### config.mk
export PLATFORM = sky130hd
export DESIGN_NAME = serial_rx_queue
export DESIGN_NICKNAME = d
export VERILOG_FILES = /design/src/rtl/srxq_pkg.sv /design/src/rtl/srxq_sync.sv /design/src/rtl/srxq_deframer.sv /design/src/rtl/srxq_store.sv /design/src/rtl/serial_rx_queue.sv
export SDC_FILE = /design/constraint.sdc
export NUM_CORES = 1
export LEC_CHECK = 0
export BUFFER_PORTS_ARGS = -buffer_cell sky130_fd_sc_hd__buf_2
export CORE_ASPECT_RATIO = 2
export CORE_UTILIZATION = 55
export DETAILED_ROUTE_END_ITERATION = 10
export PLACE_DENSITY = 0.72
export RECOVER_POWER = 100
export SLEW_MARGIN = 20
export SYNTH_ARGS = -nofsm -noshare
export SYNTH_HDL_FRONTEND = slang
export SYNTH_SLANG_ARGS = --single-unit
### constraint.sdc
create_clock -name clk -period 4.9 [get_ports clk]
set_input_delay 0.49 -clock clk [delete_from_list [all_inputs] [get_ports clk]]
set_output_delay 0.49 -clock clk [all_outputs]
set_load 0.005 [all_outputs]
### src/rtl/srxq_pkg.sv
package srxq_pkg;

    typedef enum logic [2:0] {
        ST_IDLE  = 3'd0,
        ST_START = 3'd1,
        ST_DATA  = 3'd2,
        ST_EXTRA = 3'd3,
        ST_STOP  = 3'd4
    } rx_state_t;

    function automatic logic maj3(input logic a, input logic b, input logic c);
        return (a & b) | (a & c) | (b & c);
    endfunction

endpackage

### src/rtl/srxq_sync.sv
module srxq_sync #(
    parameter int STAGES = 2
) (
    input  logic clk,
    input  logic rst_n,
    input  logic d,
    output logic q
);
    logic [STAGES-1:0] chain;

    generate
        for (genvar g = 0; g < STAGES; g++) begin : g_stage
            if (g == 0) begin : g_first
                always_ff @(posedge clk or negedge rst_n) begin
                    if (!rst_n) chain[0] <= 1'b1;
                    else        chain[0] <= d;
                end
            end else begin : g_next
                always_ff @(posedge clk or negedge rst_n) begin
                    if (!rst_n) chain[g] <= 1'b1;
                    else        chain[g] <= chain[g-1];
                end
            end
        end
    endgenerate

    assign q = chain[STAGES-1];
endmodule

### src/rtl/srxq_deframer.sv
module srxq_deframer
    import srxq_pkg::*;
#(
    parameter int OVS    = 16,
    parameter int WORD_W = 8
) (
    input  logic              clk,
    input  logic              rst_n,
    input  logic              rx_s,
    input  logic              tick,
    input  logic              short_word,
    input  logic              extra_en,
    output logic              push,
    output logic [WORD_W-1:0] push_data,
    output logic              push_extra,
    output logic              frame_bad
);
    localparam int CW      = $clog2(OVS);
    localparam int BW      = $clog2(WORD_W);
    localparam int SAMP_A  = OVS / 2 - 2;   // 7th tick
    localparam int SAMP_B  = OVS / 2 - 1;   // 8th tick
    localparam int SAMP_C  = OVS / 2;       // 9th tick, vote point
    localparam int LAST_T  = OVS - 1;

    rx_state_t         state, nstate;
    logic [CW-1:0]     cnt;
    logic [BW-1:0]     bit_idx;
    logic [BW-1:0]     last_idx;
    logic              vote_a, vote_b;
    logic              vote;
    logic              at_mid, at_end;
    logic              rx_prev;
    logic [WORD_W-1:0] shreg;
    logic              xbit;

    assign at_mid   = tick && (cnt == CW'(SAMP_C));
    assign at_end   = tick && (cnt == CW'(LAST_T));
    assign vote     = maj3(vote_a, vote_b, rx_s);
    assign last_idx = short_word ? BW'(WORD_W - 2) : BW'(WORD_W - 1);

    // state register
    always_ff @(posedge clk or negedge rst_n) begin
        if (!rst_n) state <= ST_IDLE;
        else        state <= nstate;
    end

    // transitions
    always_comb begin
        nstate = state;
        unique case (state)
            ST_IDLE:  if (rx_prev && !rx_s) nstate = ST_START;
            ST_START: begin
                if (at_mid && vote)  nstate = ST_IDLE;
                else if (at_end)     nstate = ST_DATA;
            end
            ST_DATA:  if (at_end && bit_idx == last_idx)
                          nstate = extra_en ? ST_EXTRA : ST_STOP;
            ST_EXTRA: if (at_end) nstate = ST_STOP;
            ST_STOP:  if (at_mid) nstate = ST_IDLE;
            default:  nstate = ST_IDLE;
        endcase
    end

    // datapath: tick counter, votes, shift register
    always_ff @(posedge clk or negedge rst_n) begin
        if (!rst_n) begin
            rx_prev <= 1'b1;
            cnt     <= '0;
            vote_a  <= 1'b0;
            vote_b  <= 1'b0;
            bit_idx <= '0;
            shreg   <= '0;
            xbit    <= 1'b0;
        end else begin
            rx_prev <= rx_s;
            if (state == ST_IDLE)  cnt <= '0;
            else if (tick)         cnt <= at_end ? '0 : cnt + 1'b1;
            if (tick && cnt == CW'(SAMP_A)) vote_a <= rx_s;
            if (tick && cnt == CW'(SAMP_B)) vote_b <= rx_s;
            if (state == ST_IDLE) begin
                bit_idx <= '0;
                shreg   <= '0;
                xbit    <= 1'b0;
            end
            if (state == ST_DATA && at_mid) shreg[bit_idx] <= vote;
            if (state == ST_DATA && at_end) bit_idx <= bit_idx + 1'b1;
            if (state == ST_EXTRA && at_mid) xbit <= vote;
        end
    end

    // outputs
    always_comb begin
        push       = (state == ST_STOP) && at_mid && vote;
        frame_bad  = (state == ST_STOP) && at_mid && !vote;
        push_extra = xbit;
        push_data  = shreg;
        if (short_word) push_data[WORD_W-1] = 1'b0;
    end
endmodule

### src/rtl/srxq_store.sv
module srxq_store #(
    parameter int DEPTH  = 8,
    parameter int WORD_W = 8
) (
    input  logic              clk,
    input  logic              rst_n,
    input  logic              push,
    input  logic [WORD_W-1:0] push_data,
    input  logic              push_extra,
    input  logic              pop,
    input  logic              flush,
    input  logic              hold_mode,
    output logic              ready,
    output logic [WORD_W-1:0] head_data,
    output logic              head_extra
);
    localparam int PW = (DEPTH > 1) ? $clog2(DEPTH) : 1;
    localparam int FW = $clog2(DEPTH + 1);

    logic [WORD_W:0] mem [DEPTH];
    logic [PW-1:0]   wr_ptr, rd_ptr;
    logic [FW-1:0]   fill, limit;
    logic            pop_ok, full, wipe;

    function automatic logic [PW-1:0] step(input logic [PW-1:0] p);
        return (p == PW'(DEPTH - 1)) ? '0 : p + 1'b1;
    endfunction

    assign limit  = hold_mode ? FW'(1) : FW'(DEPTH);
    assign pop_ok = pop && (fill != '0);
    assign full   = fill >= limit;
    assign wipe   = flush || (push && full && !pop_ok);

    always_ff @(posedge clk or negedge rst_n) begin
        if (!rst_n) begin
            wr_ptr <= '0;
            rd_ptr <= '0;
            fill   <= '0;
        end else if (wipe) begin
            wr_ptr <= '0;
            rd_ptr <= '0;
            fill   <= '0;
        end else begin
            if (push)   wr_ptr <= step(wr_ptr);
            if (pop_ok) rd_ptr <= step(rd_ptr);
            if (push && !pop_ok)      fill <= fill + 1'b1;
            else if (!push && pop_ok) fill <= fill - 1'b1;
        end
    end

    always_ff @(posedge clk) begin
        if (push && !wipe) mem[wr_ptr] <= {push_extra, push_data};
    end

    assign ready = (fill != '0);
    always_comb begin
        if (ready) {head_extra, head_data} = mem[rd_ptr];
        else       {head_extra, head_data} = '0;
    end
endmodule

### src/rtl/serial_rx_queue.sv
module serial_rx_queue #(
    parameter int OVS         = 16,
    parameter int WORD_W      = 8,
    parameter int DEPTH       = 8,
    parameter int SYNC_STAGES = 2
) (
    input  logic              clk,
    input  logic              rst_n,
    input  logic              rx_i,
    input  logic              tick_i,
    input  logic              short_word_i,
    input  logic              extra_en_i,
    input  logic              hold_mode_i,
    input  logic              pop_i,
    input  logic              flush_i,
    output logic              ready_o,
    output logic [WORD_W-1:0] word_o,
    output logic              extra_o,
    output logic              frame_err_o
);
    logic              rx_s;
    logic              push, frame_bad, push_extra;
    logic [WORD_W-1:0] push_data;

    srxq_sync #(.STAGES(SYNC_STAGES)) u_sync (
        .clk(clk), .rst_n(rst_n), .d(rx_i), .q(rx_s)
    );

    srxq_deframer #(.OVS(OVS), .WORD_W(WORD_W)) u_deframer (
        .clk(clk), .rst_n(rst_n), .rx_s(rx_s), .tick(tick_i),
        .short_word(short_word_i), .extra_en(extra_en_i),
        .push(push), .push_data(push_data), .push_extra(push_extra),
        .frame_bad(frame_bad)
    );

    srxq_store #(.DEPTH(DEPTH), .WORD_W(WORD_W)) u_store (
        .clk(clk), .rst_n(rst_n), .push(push), .push_data(push_data),
        .push_extra(push_extra), .pop(pop_i), .flush(flush_i),
        .hold_mode(hold_mode_i), .ready(ready_o), .head_data(word_o),
        .head_extra(extra_o)
    );

    // framing-error flag: flush wins, a good frame clears, a bad one sets
    always_ff @(posedge clk or negedge rst_n) begin
        if (!rst_n)               frame_err_o <= 1'b0;
        else if (flush_i || push) frame_err_o <= 1'b0;
        else if (frame_bad)       frame_err_o <= 1'b1;
    end
endmodule

==> reports/qor_table.md, run 1 <==
| Stage | Quantity | Value |
| --- | --- | --- |
| outcome | Outcome | complete, but fails checks |
| outcome | Failing checks | capacitance limit, slew limit |
| power | Leakage power total | 1.91 nW |
| timing | Post-Route Skew | 6.22 ps |
| cts | CTS H-tree depth | 3 |
| floorplan | Standard cell core area | 0.00835 mm2 |
| cts | Worst-skew pair later-pin latency | 350 ps |
| timing | Summed negative setup slack over all endpoints | 0 ps |
| global routing | Overflow after GRT | 0 |
| timing | Worst-case headroom to the max-slew limit | -27.2% |
| synth | Number of instances in the synthesized netlist | 322 |
| cts | Root buffer cell | sky130_fd_sc_hd__clkbuf_16 |
| synth | Synthesis Warnings | 0 |
| drt | DR pass1 iterations | 5 |
| drt | WL/cell | 18.1 um |
| finish | Diodes inserted | 0 |
| global routing | Largest net degree at the start of global routing | 36 |
| finish | Most frequent cells in the layout | 72 x sky130_fd_sc_hd__edfxtp_1, 32 x sky130_fd_sc_hd__dfrtp_1, 24 x sky130_fd_sc_hd__nor2_1 |
| drt | Routed Antenna Nets | 0 |
| synth | Post-synthesis cell type count | 53 |
| setup path | Required time worst endpoint | 4850 ps |
| setup path | Stage delay of the slowest cell on the critical path | 1540 ps |
| hold path | Start point of the worst hold path | rx_i |
| synth | Proportion of synthesized flip-flops having asynchronous set or reset | 32.7% |
| synth | Seq cells post-synth | 107 |
| setup path | Launch point of the worst path | u_store.fill[0] |
| setup path | Critical register-to-register path startpoint | u_store.fill[0] |
| timing | Fin crit share | 74.9% |
| cts | PostCTS Resize Cnt | 0 |
| floorplan | Initial core utilization | 57.0% |
| run | Number of violations of the max-capacitance limit | 2 |
| timing | Peak Freq | 272 MHz |
| setup path | Critical Path End Type | flop |
| setup path | Kind of start point of the critical path | flop |
| cts | Postcts setup bufs | 0 |
| timing | Worst setup slack after layout | 1230 ps |
| timing | Final critical-path required period | 3670 ps |
| setup path | Max FO, Critical Path | 9 |
| synth | Average footprint of a synthesized cell | 14.8 um2 |
| cts | Max Root-Sink Buffers | 2 |
| finish | Commonest non-fill, non-tap cell in the layout | sky130_fd_sc_hd__edfxtp_1 |
| place | Post-DP HPWL | 5930 um |
| floorplan | Horizontal extent of the die | 67.8 um |
| timing | RSZ-0062 raised after global routing | false |
| drt | Residual DRC | 0 |
| global routing | Via count of the first global-routing pass | 2624 |
| global routing | Wire length of the first global-routing pass | 12700 um |
| place | Weighted congestion at the end of routability-driven global placement | 0.808 |
| hold path | Type of the worst min-delay path | in -> reg |
| global routing | Global-route total usage across every layer | 20.0% |
| setup path | Worst endpoint data arrival time | 3620 ps |
| drt | Vias post-DR | 2615 |
| floorplan | Die Span Y | 134 um |
| synth | Number of flops mapped to enable cells by yosys | 72 |
| floorplan | Die outline area | 0.00905 mm2 |
| power | Total power density per cell area | 424 mW/mm2 |
| synth | Most used flip-flop cell after synthesis | sky130_fd_sc_hd__edfxtp_1 |
| finish | Net total in the final layout | 366 |
| setup path | Cell-by-cell trace of the critical path | inv_1 > ha_1 > or4b_1 > a21oi_1 > o211ai_1 > nor4b_1 |
| setup path | Total buffers and inverters traversed by the critical path | 1 |
| floorplan | Number of standard-cell rows in the floorplan | 47 |
| timing | Count of final setup violators | 0 |
| place | Post-Place Setup Slack | 1810 ps |
| setup path | Critical path's top delay family | simple AND/OR/NAND/NOR gates |
| power | Worst ir drop on vdd | 0.000319 V |
| cts | Total number of clock tree sinks | 107 |
| cts | Clock tree from TritonCTS | yes |
| place | Port Buf Inserts | 19 |
| setup path | Critical-path top delay cell | sky130_fd_sc_hd__nor4b_1 |
| drt | Vias per cell | 5.86 |
| finish | Final standard cell utilization of the core | 62.1% |
| setup path | Worst setup path class | reg -> reg |
| global routing | Initial antenna violation count | 0 |
| drt | DRT iter0 DRCs | 115 |
| floorplan | Total I/O pin count | 20 |
| power | Power, Total | 2.20 mW |
| timing | Final-report hold violation count | 0 |
| synth | Post-Syn Nets | 345 |
| cts | TritonCTS buffer count | 9 |
| finish | Area overhead of the layout relative to synthesis | 8.94% |
| cts | Hold bufs inserted after CTS | 0 |
| drt | Total routed wirelength | 8070 um |
| cts | Register clock-pin slew on the reported worst setup and hold paths | 70 ps |
| finish | Layout cell share with drive strength beyond 1 | 15.5% |
| synth | Mapped Area | 0.00476 mm2 |
| timing | Final Max Tran Viols | 46 |
| timing | Actual slew at the worst max-slew pin | 1880 ps |
| synth | Share of synthesized area occupied by flip-flops and latches | 63.9% |
==> stage by stage <==
step / cells / area (um2) / hold WS [ps]
6_report: 446 / 5180 / 234
5_1_grt: 446 / 5180 / 222
2_1_floorplan: 322 / 4760 / 194
4_1_cts: 446 / 5260 / 222
3_3_place_gp: 430 / 4980 / 349
3_5_place_dp: 430 / 4980 / 349
==> worst paths after layout <==
check,to,slack [ps],depth (start not counted)
max,u_store.mem[2][2],1230,6
min,u_sync.chain[0],230,1
max reg2reg,u_store.mem[2][2],1230,6
min reg2reg,u_sync.q,370,0
max in group asynchronous,u_deframer.vote_b,3180,1
min in group asynchronous,u_store.rd_ptr[1],640,1
==> cells in the mapped netlist (all sizes together) (2+ instances only) <==
master,instances,area (um2)
nand2,23,86.3
o31ai,2,15.0
nand4b,2,17.5
and2,2,15.0
ha,13,163
dfrtp,32,801
a21oi,12,63.8
dfstp,3,78.8
edfxtp,72,2160
o21ai,9,45.0
nor2b,2,12.5
a211oi,2,15.0
nor2,25,96.4
mux2,6,67.6
o211ai,3,36.3
nand3,6,30.0
xnor2,2,17.5
clkbuf,11,41.3
nand3b,3,22.5
inv,13,48.8
nand2b,4,25.0
nor3b,4,40.0
nor4,3,33.8
a21o,2,15.0
nor4b,2,17.5
xor2,3,26.3
mux2i,17,170
nor3,7,35.0
or3,3,18.8
buf,3,13.8
mux4,18,405
==> per-layer routing <==
| metal | wire length (um) | part of all wire [%] | up-vias | GRT usage (%) |
|---|---|---|---|---|
| met5 | 0 | 0 | - | 0 |
| met4 | 173 | 2.1 | 0 | 9.49 |
| met3 | 203 | 2.5 | 17 | 3.85 |
| met2 | 4710 | 58 | 39 | 36.6 |
| met1 | 2980 | 37 | 1299 | 20.7 |
| li1 | - | - | 1260 | - |
==> cells by family after synthesis <==
family	count (synthesis)	synth area share (%)
buf+inv	27	2.18
flops	107	63.9
xor+xnor	5	0.920
fa+ha+maj	15	4.05
compound gates	35	4.84
mux	41	13.5
simple gates	92	10.6
==> state kept, by name, indices dropped and copies added (netlist names), 3 cells and up <==
register	cells
u_store.mem	72
u_deframer.bit_idx	3
u_store.fill	4
u_deframer.state	3
u_deframer.shreg	8
u_store.wr_ptr	3
u_deframer.cnt	4
u_store.rd_ptr	3
==> worst reg2reg max path: cells and delay by family (launching register included) <==
kind / cells / cell delay (ps)
AOI/OAI and AO/OA: 2 / 430
DFF: 1 / 440
buffers and inverters: 1 / 120
adders and majority gates: 1 / 280
and+or+nand+nor: 2 / 2000
==> power breakdown <==
| part | switching [mW] | leakage (nW) | total (mW) | internal [mW] |
|---|---|---|---|---|
| combinational | 0.227 | 0.615 | 0.433 | 0.206 |
| clock | 0.326 | 0.136 | 0.678 | 0.352 |
| sequential | 0.0918 | 1.15 | 1.09 | 0.997 |
| total | 0.645 | 1.91 | 2.20 | 1.56 |
==> area by class of cell <==
| class | count | area [um2] |
|---|---|---|
| clock buffer | 9 | 225 |
| clock inverter | 7 | 57.6 |
| fill | 641 | 3170 |
| inverter | 13 | 48.8 |
| multi-input combinational | 188 | 1590 |
| sequential | 107 | 3040 |
| tap | 98 | 123 |
| timing repair buffer | 24 | 101 |
(Power assumes the default switching activity.)
==> run 2: changes to the inputs <==
- clock period: 4.9 -> 3.8 ns (I/O delays scaled with it)
==> run 2 against run 1 <==
  * The run still ends with capacitance limit, slew limit left
  * Critical path depth is 2 higher
  * Register-to-register slack worse by 620 ps
  * Flip-flop and latch count is the same
  * Die area unchanged
  * Sequential share of layout area is 0.16 points lower
  * Combinational power rose by 34%
  * Non-clock buffer count increased by 3
  * Critical endpoint is now u_store.mem[3][3]
==> reports/qor_table.md, run 2 (synthesis gave the netlist of run 1 again) <==
| Stage | Quantity | Value |
| --- | --- | --- |
| floorplan | Standard cell core area | 0.00835 mm2 |
| setup path | Total buffers and inverters traversed by the critical path | 2 |
| timing | Final Max Tran Viols | 36 |
| floorplan | Initial core utilization | 57.0% |
| global routing | Wire length of the first global-routing pass | 13000 um |
| drt | Vias post-DR | 2623 |
| finish | Diodes inserted | 0 |
| drt | Met2 layer wire length in the routed design | 4630 um |
| setup path | Required time worst endpoint | 3770 ps |
| setup path | Max FO, Critical Path | 9 |
| power | Total power density per cell area | 541 mW/mm2 |
| cts | PostCTS Resize Cnt | 0 |
| cts | Root buffer cell | sky130_fd_sc_hd__clkbuf_16 |
| cts | Clock tree from TritonCTS | yes |
| setup path | Critical-path top delay cell | sky130_fd_sc_hd__clkbuf_1 |
| drt | Routed Antenna Nets | 0 |
| outcome | Failing checks | capacitance limit, slew limit |
| finish | Total area of multi-input combinational cells | 0.00160 mm2 |
| floorplan | Total I/O pin count | 20 |
| global routing | Via count of the first global-routing pass | 2623 |
| floorplan | Horizontal extent of the die | 67.8 um |
| timing | Worst setup slack after layout | 605 ps |
| finish | Post-route cell area | 0.00520 mm2 |
| finish | Net total in the final layout | 369 |
| finish | Most frequent cells in the layout | 72 x sky130_fd_sc_hd__edfxtp_1, 32 x sky130_fd_sc_hd__dfrtp_1, 24 x sky130_fd_sc_hd__nor2_1 |
| finish | Max reg flops | 72 |
| timing | Peak Freq | 313 MHz |
| cts | TritonCTS buffer count | 9 |
| global routing | Global-route total usage across every layer | 20.4% |
| floorplan | Number of standard-cell rows in the floorplan | 47 |
| global routing | Initial antenna violation count | 0 |
| timing | Post-Route Skew | 7.56 ps |
| finish | Layout cell share with drive strength beyond 1 | 16.2% |
| timing | RSZ-0062 raised after global routing | false |
| place | Post-Place Setup Slack | 852 ps |
| setup path | Register-to-register setup slack | 600 ps |
| drt | DR pass1 iterations | 4 |
| cts | CTS H-tree depth | 3 |
| hold path | Type of the worst min-delay path | in -> reg |
| drt | Vias per cell | 5.84 |
| setup path | Critical Path End Type | flop |
| cts | Hold bufs inserted after CTS | 0 |
| timing | Actual slew at the worst max-slew pin | 1860 ps |
| cts | Total number of clock tree sinks | 107 |
| timing | Hold slack final | 136 ps |
| finish | Largest Register | u_store.mem |
| drt | Amount of wire on met3 after detailed routing | 185 um |
| drt | Residual DRC | 0 |
| cts | Max Root-Sink Buffers | 2 |
| place | Area post-placement | 0.00500 mm2 |
| place | Weighted congestion at the end of routability-driven global placement | 0.816 |
| drt | Total routed wirelength | 8140 um |
| drt | DRT iter0 DRCs | 128 |
| timing | Final critical-path required period | 3200 ps |
| run | Number of violations of the max-capacitance limit | 1 |
| setup path | Kind of start point of the critical path | flop |
| setup path | Stage delay of the slowest cell on the critical path | 560 ps |
| cts | Postcts setup bufs | 0 |
| global routing | Overflow after GRT | 0 |
| floorplan | Die outline area | 0.00905 mm2 |
| power | Leakage power total | 1.91 nW |
| outcome | Outcome | complete, but fails checks |
| floorplan | Die Span Y | 134 um |
| setup path | Cell-by-cell trace of the critical path | inv_1 > ha_1 > or4b_1 > a21oi_1 > o211ai_1 > or2_0 > nor3b_2 > clkbuf_1 |
| drt | WL/cell | 18.1 um |
| global routing | Largest net degree at the start of global routing | 36 |
| finish | Area overhead of the layout relative to synthesis | 9.23% |
| finish | Fillcell total | 645 |
| setup path | Worst endpoint data arrival time | 3170 ps |
| setup path | Worst setup path class | reg -> reg |
| timing | Worst-case headroom to the max-slew limit | -24.3% |
| finish | Commonest non-fill, non-tap cell in the layout | sky130_fd_sc_hd__edfxtp_1 |
| place | Port Buf Inserts | 19 |
| cts | Worst-skew pair later-pin latency | 340 ps |
| cts | Register clock-pin slew on the reported worst setup and hold paths | 70 ps |
| drt | Topmost layer with routed signal wires | met4 |
| finish | Largest registers in the final layout | u_store.mem: 72 flops, u_deframer.shreg: 8 flops |
| power | Worst ir drop on vdd | 0.000363 V |
| place | Post-DP HPWL | 5920 um |
| timing | Final-report hold violation count | 0 |
| drt | Routed met1 length | 3040 um |
| timing | Count of final setup violators | 0 |
| power | Power, Total | 2.81 mW |
| timing | Fin crit share | 84.1% |
| timing | Summed negative setup slack over all endpoints | 0 ps |
| finish | Sequential Area | 0.00304 mm2 |
| setup path | Critical path's top delay family | simple AND/OR/NAND/NOR gates |
## run 2: cell types whose count changed in the layout (fill, tap and decap cells not counted), sizes merged
cell      delta
clkbuf       +4
inv          -2
clkinvlp     +1
## run 2: worst register-to-register path, stage by stage, from the launching register on
cell and delay, ps:
sky130_fd_sc_hd__dfrtp_1 440, sky130_fd_sc_hd__inv_1 110, sky130_fd_sc_hd__ha_1 280, sky130_fd_sc_hd__or4b_1 460, sky130_fd_sc_hd__a21oi_1 180, sky130_fd_sc_hd__o211ai_1 240
sky130_fd_sc_hd__or2_0 370, sky130_fd_sc_hd__nor3b_2 180, sky130_fd_sc_hd__clkbuf_1 560
## run 2: metal layers
metal  track usage [%]  up-vias
met2              35.5       47
met3              4.28       22
li1                  -     1255
met5                 0        -
met4              10.2        0
met1              22.3     1299
## run 2: metrics by stage
| stage | cells | util, % |
|---|---|---|
| finish | 449 | 62.2 |
| CTS | 449 | 63.1 |
| floorplan | 322 | - |
| global route | 449 | 62.2 |
| global placement | 433 | 59.9 |
| detailed placement | 433 | 59.9 |
## run 2: worst paths after layout
kind                                  from           endpoint  cells after the start
hold reg to reg            u_sync.chain[0]           u_sync.q                      0
hold / removal                        rx_i    u_sync.chain[0]                      1
min in group asynchronous            rst_n    u_store.fill[2]                      1
setup / recovery           u_store.fill[0]  u_store.mem[3][3]                      8
max in group asynchronous            rst_n  u_store.wr_ptr[1]                      1
setup reg to reg           u_store.fill[0]  u_store.mem[3][3]                      8
## run 2: power by group
part / leakage, nW / switching (mW) / internal (mW)
sequential: 1.15 / 0.104 / 1.29
combinational: 0.625 / 0.304 / 0.275
clock: 0.127 / 0.396 / 0.444
## run 2: layout make-up
type                    instances  share of cell area (%)
clock buffers                  10                    4.41
clock inverters                 6                   0.794
inverters                      13                   0.939
multi-input cells             188                    30.8
flip-flops and latches        107                    58.5
well taps                      98                    2.36
repair buffers                 27                    2.21
